### src/rtl/conv_i2c_pkg.sv
package conv_i2c_pkg;

   typedef enum logic [2:0] {
      ST_IDLE,
      ST_ADDR,
      ST_AACK,
      ST_MCODE,
      ST_CONV,
      ST_LAUNCH,
      ST_TX,
      ST_MACK
   } slv_state_t;

   // upper five bits of the high-speed entry byte
   localparam logic [4:0] HS_CODE_TOP = 5'b00001;

   localparam int BYTE_BITS = 8;

endpackage

### src/rtl/bus_line_filter.sv
module bus_line_filter #(
   parameter int SYNC_STAGES = 2,
   parameter int FILT_CYC    = 3
) (
   input  logic clk,
   input  logic rst_n,
   input  logic line_i,
   output logic level_o
);
   localparam int CNT_W = $clog2(FILT_CYC + 1);

   if (SYNC_STAGES < 2) begin : g_bad_sync
      $error("bus_line_filter: SYNC_STAGES must be at least 2");
   end
   if (FILT_CYC < 0) begin : g_bad_filt
      $error("bus_line_filter: FILT_CYC must not be negative");
   end

   logic [SYNC_STAGES-1:0] chain;
   logic                   synced;

   always_ff @(posedge clk or negedge rst_n) begin
      if (!rst_n) chain <= '1;
      else        chain <= {chain[SYNC_STAGES-2:0], line_i};
   end

   assign synced = chain[SYNC_STAGES-1];

   if (FILT_CYC <= 1) begin : g_direct
      always_ff @(posedge clk or negedge rst_n) begin
         if (!rst_n) level_o <= 1'b1;
         else        level_o <= synced;
      end
   end else begin : g_count
      logic [CNT_W-1:0] cnt;
      always_ff @(posedge clk or negedge rst_n) begin
         if (!rst_n) begin
            cnt     <= '0;
            level_o <= 1'b1;
         end else if (synced == level_o) begin
            cnt <= '0;
         end else if (cnt == CNT_W'(FILT_CYC - 1)) begin
            cnt     <= '0;
            level_o <= synced;
         end else begin
            cnt <= cnt + 1'b1;
         end
      end
   end

   // filtered level only ever moves to the synchronised value (supports R9)
   p_filter_agree_r9: assert property (@(posedge clk) disable iff (!rst_n)
      (level_o != $past(level_o)) |-> (level_o == $past(synced)));

endmodule

### src/rtl/bus_edge_detect.sv
module bus_edge_detect (
   input  logic clk,
   input  logic rst_n,
   input  logic scl_f,
   input  logic sda_f,
   output logic scl_rise,
   output logic scl_fall,
   output logic start_det,
   output logic stop_det
);
   logic scl_q;
   logic sda_q;

   always_ff @(posedge clk or negedge rst_n) begin
      if (!rst_n) begin
         scl_q <= 1'b1;
         sda_q <= 1'b1;
      end else begin
         scl_q <= scl_f;
         sda_q <= sda_f;
      end
   end

   assign scl_rise  = scl_f & ~scl_q;
   assign scl_fall  = ~scl_f & scl_q;
   assign start_det = scl_f & scl_q & sda_q & ~sda_f;
   assign stop_det  = scl_f & scl_q & ~sda_q & sda_f;

endmodule

### src/rtl/conv_tx_shift.sv
module conv_tx_shift #(
   parameter int WIDTH = 16
) (
   input  logic             clk,
   input  logic             rst_n,
   input  logic             load,
   input  logic             shift,
   input  logic [WIDTH-1:0] din,
   output logic             cur_bit,
   output logic             next_bit
);
   if (WIDTH < 8) begin : g_bad_width
      $error("conv_tx_shift: WIDTH must be at least 8");
   end

   logic [WIDTH-1:0] sh;

   always_ff @(posedge clk or negedge rst_n) begin
      if (!rst_n)     sh <= '0;
      else if (load)  sh <= din;
      else if (shift) sh <= {sh[WIDTH-2:0], 1'b0};
   end

   assign cur_bit  = sh[WIDTH-1];
   assign next_bit = sh[WIDTH-2];

endmodule

### src/rtl/conv_read_slave.sv
module conv_read_slave
   import conv_i2c_pkg::*;
#(
   parameter int                  PREFIX_W    = 3,
   parameter logic [PREFIX_W-1:0] ADDR_PREFIX = 3'b011,
   parameter int                  PIN_W       = 4,
   parameter int                  DATA_W      = 16,
   parameter int                  SYNC_STAGES = 2,
   parameter int                  FILT_CYC    = 3
) (
   input  logic              clk,
   input  logic              rst_n,
   input  logic              scl_i,
   input  logic              sda_i,
   input  logic [PIN_W-1:0]  pin_addr_i,
   input  logic              conv_done_i,
   input  logic [DATA_W-1:0] conv_data_i,
   output logic              scl_pull_o,
   output logic              sda_pull_o,
   output logic              conv_start_o,
   output logic              hs_mode_o,
   output logic              keep_ref_o
);
   localparam int BYTES = DATA_W / BYTE_BITS;
   localparam int IDX_W = (BYTES > 1) ? $clog2(BYTES) : 1;

   if (PREFIX_W + PIN_W != 7) begin : g_bad_addr
      $error("conv_read_slave: prefix and pin bits must make seven");
   end
   if ((DATA_W % BYTE_BITS) != 0 || DATA_W < BYTE_BITS) begin : g_bad_data
      $error("conv_read_slave: DATA_W must be a whole number of bytes");
   end

   logic scl_f, sda_f;
   logic scl_rise, scl_fall, start_det, stop_det;

   bus_line_filter #(.SYNC_STAGES(SYNC_STAGES), .FILT_CYC(FILT_CYC)) i_scl_filt (
      .clk(clk), .rst_n(rst_n), .line_i(scl_i), .level_o(scl_f));

   bus_line_filter #(.SYNC_STAGES(SYNC_STAGES), .FILT_CYC(FILT_CYC)) i_sda_filt (
      .clk(clk), .rst_n(rst_n), .line_i(sda_i), .level_o(sda_f));

   bus_edge_detect i_edges (
      .clk(clk), .rst_n(rst_n), .scl_f(scl_f), .sda_f(sda_f),
      .scl_rise(scl_rise), .scl_fall(scl_fall),
      .start_det(start_det), .stop_det(stop_det));

   slv_state_t       state;
   logic [7:0]       rx_sh;
   logic [3:0]       bit_cnt;
   logic             got_byte;
   logic [IDX_W-1:0] byte_idx;
   logic             m_ack;
   logic             sda_pull_q, scl_pull_q, start_q, hs_q, rw_q;
   logic             addr_hit, code_hit;
   logic             tx_load, tx_shift_en, tx_cur, tx_next;

   assign addr_hit = (rx_sh[7:1] == {ADDR_PREFIX, pin_addr_i});
   assign code_hit = (rx_sh[7:3] == HS_CODE_TOP);

   assign tx_load     = (state == ST_CONV) && conv_done_i && !start_det && !stop_det;
   assign tx_shift_en = (state == ST_TX) && scl_fall;

   conv_tx_shift #(.WIDTH(DATA_W)) i_tx (
      .clk(clk), .rst_n(rst_n), .load(tx_load), .shift(tx_shift_en),
      .din(conv_data_i), .cur_bit(tx_cur), .next_bit(tx_next));

   always_ff @(posedge clk or negedge rst_n) begin
      if (!rst_n) begin
         state      <= ST_IDLE;
         rx_sh      <= '0;
         bit_cnt    <= '0;
         got_byte   <= 1'b0;
         byte_idx   <= '0;
         m_ack      <= 1'b0;
         sda_pull_q <= 1'b0;
         scl_pull_q <= 1'b0;
         start_q    <= 1'b0;
         hs_q       <= 1'b0;
         rw_q       <= 1'b0;
      end else begin
         start_q <= 1'b0;
         if (stop_det) begin
            state      <= ST_IDLE;
            hs_q       <= 1'b0;
            sda_pull_q <= 1'b0;
            scl_pull_q <= 1'b0;
         end else if (start_det) begin
            state      <= ST_ADDR;
            bit_cnt    <= '0;
            got_byte   <= 1'b0;
            sda_pull_q <= 1'b0;
            scl_pull_q <= 1'b0;
         end else begin
            unique case (state)
               ST_IDLE: ;
               ST_ADDR: begin
                  if (scl_rise && !got_byte) begin
                     rx_sh <= {rx_sh[6:0], sda_f};
                     if (bit_cnt == 4'd7) got_byte <= 1'b1;
                     else                 bit_cnt  <= bit_cnt + 4'd1;
                  end else if (scl_fall && got_byte) begin
                     if (addr_hit) begin
                        sda_pull_q <= 1'b1;
                        rw_q       <= rx_sh[0];
                        state      <= ST_AACK;
                     end else if (code_hit) begin
                        state <= ST_MCODE;
                     end else begin
                        state <= ST_IDLE;
                     end
                  end
               end
               ST_AACK: begin
                  if (scl_fall) begin
                     sda_pull_q <= 1'b0;
                     scl_pull_q <= 1'b1;
                     start_q    <= 1'b1;
                     byte_idx   <= '0;
                     state      <= ST_CONV;
                  end
               end
               ST_MCODE: begin
                  if (scl_fall) begin
                     hs_q  <= 1'b1;
                     state <= ST_IDLE;
                  end
               end
               ST_CONV: begin
                  if (conv_done_i) begin
                     sda_pull_q <= ~conv_data_i[DATA_W-1];
                     state      <= ST_LAUNCH;
                  end
               end
               ST_LAUNCH: begin
                  scl_pull_q <= 1'b0;
                  bit_cnt    <= '0;
                  state      <= ST_TX;
               end
               ST_TX: begin
                  if (scl_rise) begin
                     bit_cnt <= bit_cnt + 4'd1;
                  end else if (scl_fall) begin
                     if (bit_cnt == 4'd8) begin
                        sda_pull_q <= 1'b0;
                        m_ack      <= 1'b0;
                        state      <= ST_MACK;
                     end else begin
                        sda_pull_q <= ~tx_next;
                     end
                  end
               end
               ST_MACK: begin
                  if (scl_rise) begin
                     m_ack <= ~sda_f;
                  end else if (scl_fall) begin
                     if (!m_ack) begin
                        state <= ST_IDLE;
                     end else if (byte_idx == IDX_W'(BYTES - 1)) begin
                        scl_pull_q <= 1'b1;
                        start_q    <= 1'b1;
                        byte_idx   <= '0;
                        state      <= ST_CONV;
                     end else begin
                        byte_idx   <= byte_idx + 1'b1;
                        sda_pull_q <= ~tx_cur;
                        bit_cnt    <= '0;
                        state      <= ST_TX;
                     end
                  end
               end
               default: state <= ST_IDLE;
            endcase
         end
      end
   end

   assign sda_pull_o   = sda_pull_q;
   assign scl_pull_o   = scl_pull_q;
   assign conv_start_o = start_q;
   assign hs_mode_o    = hs_q;
   assign keep_ref_o   = rw_q;

   p_sda_moves_low_r9: assert property (@(posedge clk) disable iff (!rst_n)
      (sda_pull_q != $past(sda_pull_q)) |-> !scl_f);

   p_start_stretches_r4: assert property (@(posedge clk) disable iff (!rst_n)
      start_q |-> (scl_pull_q && !sda_pull_q));

   p_start_single_r4: assert property (@(posedge clk) disable iff (!rst_n)
      start_q |=> !start_q);

   p_stretch_holds_r4: assert property (@(posedge clk) disable iff (!rst_n)
      ((state == ST_CONV) && !conv_done_i && !stop_det) |=> scl_pull_q);

   p_stop_leaves_hs_r8: assert property (@(posedge clk) disable iff (!rst_n)
      stop_det |=> !hs_q);

   p_code_nack_r7: assert property (@(posedge clk) disable iff (!rst_n)
      (state == ST_MCODE) |-> !sda_pull_q);

   p_idle_silent_r3: assert property (@(posedge clk) disable iff (!rst_n)
      (state == ST_IDLE) |-> (!sda_pull_q && !scl_pull_q));

endmodule

### config.mk
export PLATFORM = sky130hd
export DESIGN_NAME = conv_read_slave
export DESIGN_NICKNAME = d
export VERILOG_FILES = /design/src/rtl/conv_i2c_pkg.sv /design/src/rtl/bus_line_filter.sv /design/src/rtl/bus_edge_detect.sv /design/src/rtl/conv_tx_shift.sv /design/src/rtl/conv_read_slave.sv
export SDC_FILE = /design/constraint.sdc
export NUM_CORES = 1
export LEC_CHECK = 0
export CORE_ASPECT_RATIO = 1.5
export CORE_MARGIN = 1.5
export CORE_UTILIZATION = 47
export CTS_BUF_LIST = sky130_fd_sc_hd__clkbuf_8
export DETAILED_ROUTE_END_ITERATION = 8
export PLACE_DENSITY = 0.69
export SLEW_MARGIN = 20
export SYNTH_ARGS = -nofsm -noshare
export SYNTH_HDL_FRONTEND = slang
export SYNTH_HIERARCHICAL = 1
export SYNTH_SLANG_ARGS = --single-unit
### constraint.sdc
create_clock -name clk -period 3.15 [get_ports clk]
set_input_delay 0.63 -clock clk [delete_from_list [all_inputs] [get_ports clk]]
set_output_delay 0.63 -clock clk [all_outputs]
set_load 0.01 [all_outputs]
==> results of run 1 <==
-- synthesized netlist by cell type, types with 2 or more instances --
master | count | share of area [%]
a311oi_1 | 2 | 0.65
a31oi_1 | 6 | 1.4
nand3_1 | 3 | 0.56
dfrtp_1 | 43 | 40
nor2b_4 | 2 | 1.0
o31a_1 | 2 | 0.65
a21oi_1 | 4 | 0.74
and2_1 | 3 | 0.70
mux2_2 | 9 | 3.8
nor2_1 | 9 | 1.3
nand2b_1 | 4 | 0.93
a21o_1 | 2 | 0.56
nor2b_1 | 4 | 0.93
and4b_1 | 2 | 0.74
o21ai_1 | 10 | 1.9
inv_1 | 10 | 1.4
o221ai_1 | 2 | 0.65
clkbuf_1 | 5 | 0.70
ha_1 | 2 | 0.93
xnor2_1 | 6 | 2.0
nand2_1 | 29 | 4.0
mux2_4 | 2 | 1.1
o21ai_0 | 17 | 3.2
nand3b_1 | 3 | 0.84
mux2i_1 | 17 | 6.3
nand4_1 | 5 | 1.2
o2bb2ai_1 | 2 | 0.65
dfstp_2 | 8 | 7.8
nor4_1 | 4 | 0.93
buf_2 | 6 | 1.1
nor3_1 | 6 | 1.1
buf_6 | 3 | 1.3
nor3b_1 | 3 | 0.84
-- worst max-delay path, delay by kind of cell (launching register included) --
| family | cells | cell delay (ps) |
|---|---|---|
| compound gates | 2 | 340 |
| flops | 1 | 600 |
| simple gates | 4 | 1320 |
-- state kept, by name, summed over array words and instances, names as in the netlist, 2 cells and up --
| register | flops |
|---|---|
| i_tx/sh | 16 |
| i_sda_filt/chain | 2 |
| rx_sh | 8 |
| i_sda_filt/g_count.cnt | 2 |
| state | 3 |
| bit_cnt | 4 |
| i_scl_filt/g_count.cnt | 2 |
| i_scl_filt/chain | 2 |
-- power groups by stage --
stage	registers [mW]	clock network (mW)	logic (mW)
2_1_floorplan	1.09	0	0.939
3_3_place_gp	1.22	0	1.05
3_5_place_dp	1.23	0	1.06
4_1_cts	1.21	0.499	1.06
5_1_grt	1.26	0.525	1.19
6_report	1.22	0.486	1.06
-- cell families (layout without fill, tap and decap cells) --
kind of cell | after synthesis | in the layout
AND/OR/NAND/NOR | 89 | 89
AO/OA/AOI/OAI | 57 | 57
XOR/XNOR | 7 | 7
flip-flops | 51 | 51
adder cells (fa/ha/maj) | 2 | 2
multiplexers | 28 | 28
buffers and inverters | 26 | 51
-- worst paths after layout --
path                                        to  cells past startpoint
min in group clk           i_scl_filt/chain[1]                      0
hold reg to reg            i_scl_filt/chain[1]                      0
hold / removal                      bit_cnt[0]                      1
max in group asynchronous        i_edges/scl_q                      2
setup reg to reg                    bit_cnt[0]                      6
setup / recovery                    bit_cnt[0]                      6
-- stage by stage --
stage                     setup WS, ps  utilization, %  power, mW  area (um^2)  instances
after CTS                          848            56.7       2.78         3120        355
after global placement             867            54.5       2.27         2990        347
after global routing               631            56.7       2.98         3120        355
final                              832            56.7       2.76         3120        355
after floorplan                   1000               -       2.03         2690        260
after detailed placement           875            54.5       2.29         2990        347
-- area by class of cell --
type                       count  area share (%)
timing repair buffer          33            10.1
tap                           70            2.81
multi-input combinational    183            40.7
inverter                      10            1.20
sequential                    51            41.3
clock inverter                 2            1.24
clock buffer                   6            2.65
-- layer usage --
| layer | track usage, % | part of all wire [%] | vias up | wire length, um |
|---|---|---|---|---|
| met1 | 22.9 | 41 | 949 | 2150 |
| met3 | 3.27 | 5.5 | 13 | 291 |
| met2 | 33.3 | 52 | 78 | 2740 |
| met5 | 0 | 0 | - | 0 |
| li1 | - | - | 979 | - |
| met4 | 8.51 | 2.2 | 0 | 114 |
==> run metrics, run 1 <==
status finished clean; P_leak 1.25 nW; GRT Overall Usage 19.1%; Hold WC Path Type input pin to async pin; share of cells above drive strength 1 15.1%; CP max stage cell dfstp_2; CTS root buf clkbuf_8; critical path's largest stage delay 600 ps; Worst Setup SP i_scl_filt/level_o; final WL 5300 um; Max Fclk 431 MHz; Seq pwr share 44.0%; Worst R2R Start i_scl_filt/level_o; RSZ-0062 raised after global routing no; post-synth cell types 58; combinational power share 38.4%; Post-Synth Simple-Gate Area 18.9%; # hold bufs at CTS 0; Critical Path AT 2550 ps; # fillers 490; antenna fix cells 0; postcts setup bufs 0; pin count of the biggest net entering global routing 33; sw power 1.05 mW; Layout Nets 311; endpoints failing setup 0; number of synthesized flops with an enable pin 0; Clock Power Share 17.6%; area of the multi-input gates 1270 um^2; vias in the first global route 2030; area fraction in compound gates after synthesis 13.5%; drt pass-1 iters 4; Int Power 1.72 mW; number of synthesized register bits 51; # H-tree levels 2; post-synthesis mux area share 11.2%; Post-CTS Resized 0; critical path, cell by cell nor2b_1 > nand2_1 > o211ai_2 > or3b_1 > nor3_1 > a2bb2oi_1; Die Wd 64.8 um; Wirelength per Cell 14.9 um; Reg clk slew, reported paths 90 ps; antenna violations before repair 0; Clock Tree Buf Depth 2; Max-slew headroom 50.3%; crit end category flop; yosys warns 6; xor/xnor share of the synthesized area 2.28%; Chip Height 95.7 um; Seq/Total Area, Yosys 47.8%; Setup Skew 4.24 ps; cells after synthesis 260; ys async rst share 100%; Final Critical Period 2320 ps; clock sink count 51; main combinational cell family by area after synthesis simple AND/OR/NAND/NOR gates; post-DP HPWL 3860 um; Ports 30; first-pass GRT wire length 9230 um; Layout area overhead 15.7%; DR vias 2019; Clock Latency Late Sink 300 ps; register area 1290 um^2; Worst setup SP type flop; Routed Antenna Nets 0; reg-to-reg slack, setup 830 ps; Tightest Pin Transition 745 ps; GPL Wtd Cong 0.954; Mean Syn Cell Area 10.4 um^2; max-slew violation count 0; Hold Violations, Final 0; switch share 37.8%; TNS Setup 0 ps; # Max-Cap Violations 0; dominant synthesized flop cell dfrtp_1; DRC Markers 0; Crit Path Class flop to flop; worst hold slack 312 ps; Site Rows 33; CP required 3380 ps; Syn Nets 287; Die ar. 6200 um^2; fin crit share 73.6%; Initial Utilization 49.0%; number of buffers created by CTS 5; Max rail drop VDD 0.420 mV; Core ar. 5490 um^2; DRT iter0 DRCs 265; crit path max fanout 8; most common cell after layout, fill and taps aside dfrtp_1; port bufs 29; vias per cell 5.69; Post-Synth Adder-Cell Area 0.929%; TritonCTS clock tree built; pwr dens 887 nW/um^2; post-synthesis instance area 2690 um^2; most frequent cells in the layout dfrtp_1 (43), nand2_1 (29), clkdlybuf4s50_1 (28), o21ai_0 (17), mux2i_1 (17); Congestion Overflow GR 0
Power figures use the tool's default switching activity.
==> run 2, diff against run 1 <==
Clock period 3.15 ns to 2.15 ns, I/O delays scaled along.
==> run metrics, run 2 (same netlist as run 1, synthesis figures left out) <==
Initial Utilization 49.0%; Worst setup SP type flop; vias in the first global route 2144; DRT iter0 DRCs 100; pin count of the biggest net entering global routing 33; CTS root buf clkbuf_8; first-pass GRT wire length 9880 um; Hold Violations, Final 0; crit end category flop; post-route cell area 3210 um^2; Critical Path AT 2230 ps; antenna violations before repair 0; Ports 30; fin crit share 94.7%; # Max-Cap Violations 0; Congestion Overflow GR 0; crit path max fanout 5; port bufs 29; Layout Nets 322; post-layout util 58.4%; drt pass-1 iters 4; vias per cell 5.58; dpl ws 62.4 ps; Site Rows 33; Largest regs i_tx/sh (16), rx_sh (8), bit_cnt (4); antenna fix cells 0; Final Critical Period 2040 ps; placed cell area 3100 um^2; GRT Overall Usage 20.5%; critical path, cell by cell nor2b_1 > inv_1 > buf_4 > nor4_2 > nand2_1 > mux2_2; Chip Height 95.7 um; Die ar. 6200 um^2; clock sink count 51; setup ws final 115 ps; most common cell after layout, fill and taps aside dfrtp_1; DR vias 2042; Worst Path Buf+Inv 2; DRC Markers 0; TNS Setup 0 ps; Setup Skew 5.04 ps; P_leak 1.29 nW; Layout area overhead 19.1%; CP required 2350 ps; Tightest Pin Transition 563 ps; # H-tree levels 2; post-route non-filler standard cell count 366; GPL Wtd Cong 0.951; Max-slew headroom 62.4%; final WL 5680 um; endpoints failing setup 0; Routed Antenna Nets 0; Die Wd 64.8 um; max-slew violation count 0; status finished clean; number of buffers created by CTS 5; Hold WC Path Type input pin to async pin; Max Fclk 491 MHz; share of cells above drive strength 1 19.6%; CP max stage cell dfstp_2; Biggest register i_tx/sh; Clock Tree Buf Depth 2; Reg clk slew, reported paths 90 ps; Largest delay share family, worst path simple AND/OR/NAND/NOR gates; flip-flop count of the largest register after layout 16; post-DP HPWL 4190 um; most frequent cells in the layout dfrtp_1 (41), nand2_1 (29), clkdlybuf4s50_1 (28), mux2i_1 (17), o21ai_0 (16); # hold bufs at CTS 0; critical path's largest stage delay 560 ps; placed cell count 358; TritonCTS clock tree built; Crit Path Class flop to flop; pwr dens 1270 nW/um^2; Clock Latency Late Sink 300 ps; Core ar. 5490 um^2; Max rail drop VDD 0.653 mV; Wirelength per Cell 15.5 um
-- run 2: report_power, final --
part	switching [mW]	internal, mW	leakage, nW	total [mW]
logic	0.846	0.882	0.618	1.73
registers	0.406	1.36	0.626	1.77
clock network	0.321	0.263	0.0474	0.584
-- run 2: area by class of cell --
class	instances	area, um^2
Clock buffer	6	82.6
Clock inverter	2	16.3
Fill cell	455	2280
Inverter	10	37.5
Multi-Input combinational cell	183	1280
Sequential cell	51	1290
Tap cell	70	87.6
Timing Repair Buffer	44	410
-- run 2: metrics by stage --
| step | total power [mW] | hold WS (ps) |
|---|---|---|
| detailed placement | 3.47 | 347 |
| finish | 4.08 | 63.6 |
| global placement | 3.43 | 346 |
| CTS | 4.07 | 75.0 |
| floorplan | 2.98 | 134 |
| global route | 4.43 | 87.1 |
-- run 2: final timing paths --
kind	slack [ps]	end	depth (start not counted)	from
setup / recovery	110	keep_ref_o	6	i_edges/scl_q
hold / removal	60	conv_start_o	1	rst_n
setup reg to reg	110	keep_ref_o	6	i_edges/scl_q
hold reg to reg	360	i_scl_filt/chain[1]	0	i_scl_filt/chain[0]
max in group asynchronous	1500	i_edges/sda_q	2	rst_n
min in group clk	360	i_scl_filt/chain[1]	0	i_scl_filt/chain[0]
-- run 2: metal layers --
metal  share of wire, %  wire (um)  track usage, %
met1                 40       2260            23.4
met5                  0          0               0
met4                3.3        188            9.57
met3                2.8        159            3.16
met2                 54       3070            37.2
-- run 2: timing repair --
| item | 4_1_cts | 5_1_grt |
|---|---|---|
| setup endpoints to repair | 0 | 3 |
| gates resized for setup | 0 | 5 |
| setup buffers | 0 | 0 |
==> run 3, diff against run 2 <==
Settings changed: MAX_ROUTING_LAYER from default to met4, SLEW_MARGIN 20 to default.
==> run metrics, run 3 (same netlist as run 1, synthesis figures left out) <==
TritonCTS clock tree built; combinational power share 42.3%; dpl ws 62.4 ps; placed cell count 358; Max rail drop VDD 0.653 mV; Biggest register i_tx/sh; Die ar. 6200 um^2; final WL 5670 um; antenna violations before repair 0; Chip Height 95.7 um; Final Critical Period 2040 ps; Int Power 2.51 mW; Largest regs i_tx/sh (16), rx_sh (8), bit_cnt (4); worst hold slack 63.7 ps; most common cell after layout, fill and taps aside dfrtp_1; critical path's largest stage delay 560 ps; CP max stage cell dfstp_2; M2 GR Usage 37.2%; Routed Antenna Nets 0; Critical Path AT 2230 ps; Hold Violations, Final 0; GRT Overall Usage 21.1%; fin crit share 94.7%; Max Fclk 491 MHz; post-route non-filler standard cell count 366; status finished clean; crit path max fanout 5; Max-slew headroom 62.8%; Clock Latency Late Sink 300 ps; port bufs 29; Layout Nets 322; number of buffers created by CTS 5; critical path, cell by cell nor2b_1 > inv_1 > buf_4 > nor4_2 > nand2_1 > mux2_2; Site Rows 33; drt pass-1 iters 4; grt met1 use 23.5%; endpoints failing setup 0; GPL Wtd Cong 0.969; Clock Power Share 14.3%; flip-flop count of the largest register after layout 16; share of cells above drive strength 1 19.6%; most frequent cells in the layout dfrtp_1 (41), nand2_1 (29), clkdlybuf4s50_1 (28), mux2i_1 (17), o21ai_0 (16); met3 GRT Util 3.16%; Crit Path Class flop to flop; Congestion Overflow GR 0; # H-tree levels 2; Tightest Pin Transition 558 ps; postcts setup bufs 0; pin count of the biggest net entering global routing 33; DRT iter0 DRCs 112; P_leak 1.29 nW; vias in the first global route 2146; post-DP HPWL 4190 um; # Max-Cap Violations 0; crit end category flop; CP required 2350 ps; Seq pwr share 43.3%; switch share 38.5%; DRC Markers 0; Die Wd 64.8 um; Clock Tree Buf Depth 2; Setup Skew 4.97 ps; setup ws final 114 ps; max-slew violation count 0; clock sink count 51; Reg clk slew, reported paths 90 ps; antenna fix cells 0; Worst setup SP type flop; # hold bufs at CTS 0; pwr dens 1270 nW/um^2; first-pass GRT wire length 9890 um; Ports 30; Hold WC Path Type input pin to async pin; Wirelength per Cell 15.5 um; CTS root buf clkbuf_8; Initial Utilization 49.0%; DR vias 2036; busiest grt layer met2; vias per cell 5.56; Layout area overhead 19.1%; sw power 1.57 mW; Core ar. 5490 um^2
## run 3: cell counts in the layout (fill, tap and decap cells not counted)
Identical to the previous run, type by type.
## run 3: per-layer routing
metal | part of all wire, % | routed length [um]
met1 | 40 | 2280
met2 | 54 | 3060
met3 | 2.5 | 139
met4 | 3.3 | 188
met5 | 0 | 0
## run 3: final timing paths
kind,endpoint,depth (start not counted),from,slack [ps]
worst max register to register,keep_ref_o,6,i_edges/scl_q,110
min in group clk,i_scl_filt/chain[1],0,i_scl_filt/chain[0],360
worst min register to register,i_scl_filt/chain[1],0,i_scl_filt/chain[0],360
worst min-delay path,conv_start_o,1,rst_n,60
worst max-delay path,keep_ref_o,6,i_edges/scl_q,110
max in group asynchronous,i_edges/sda_q,2,rst_n,1500
## run 3: final cells by class
class                           count  area, um^2
Clock inverter                      2        16.3
Fill cell                         455        2280
Tap cell                           70        87.6
Sequential cell                    51        1290
Multi-Input combinational cell    183        1280
Inverter                           10        37.5
Timing Repair Buffer               44         410
Clock buffer                        6        82.6
## run 3: timing repair
action | CTS | global route
resized for setup | 0 | 5
hold endpoints to repair | 0 | 0
setup endpoints to repair | 0 | 3
## run 3: metrics by stage
step / util (%) / TNS, ps / power [mW] / area, um^2
floorplan: - / 0 / 2.98 / 2700
global placement: 56.4 / 0 / 3.43 / 3100
detailed placement: 56.4 / 0 / 3.47 / 3100
CTS: 58.2 / 0 / 4.07 / 3200
global route: 58.4 / -1.85 / 4.43 / 3210
finish: 58.4 / 0 / 4.08 / 3210
## run 3: critical path: cells and delay by family (launching register included)
| kind | cells | cell delay (ps) |
|---|---|---|
| mux | 1 | 280 |
| buf+inv | 2 | 320 |
| flops | 1 | 560 |
| simple gates | 3 | 770 |
## run 3: power groups by stage
stage                     clock, mW  sequential, mW  combinational [mW]
after floorplan                   0            1.60                1.38
after global placement            0            1.77                1.66
after detailed placement          0            1.78                1.69
after CTS                     0.603            1.76                1.70
after global routing          0.645            1.84                1.94
final                         0.584            1.77                1.73
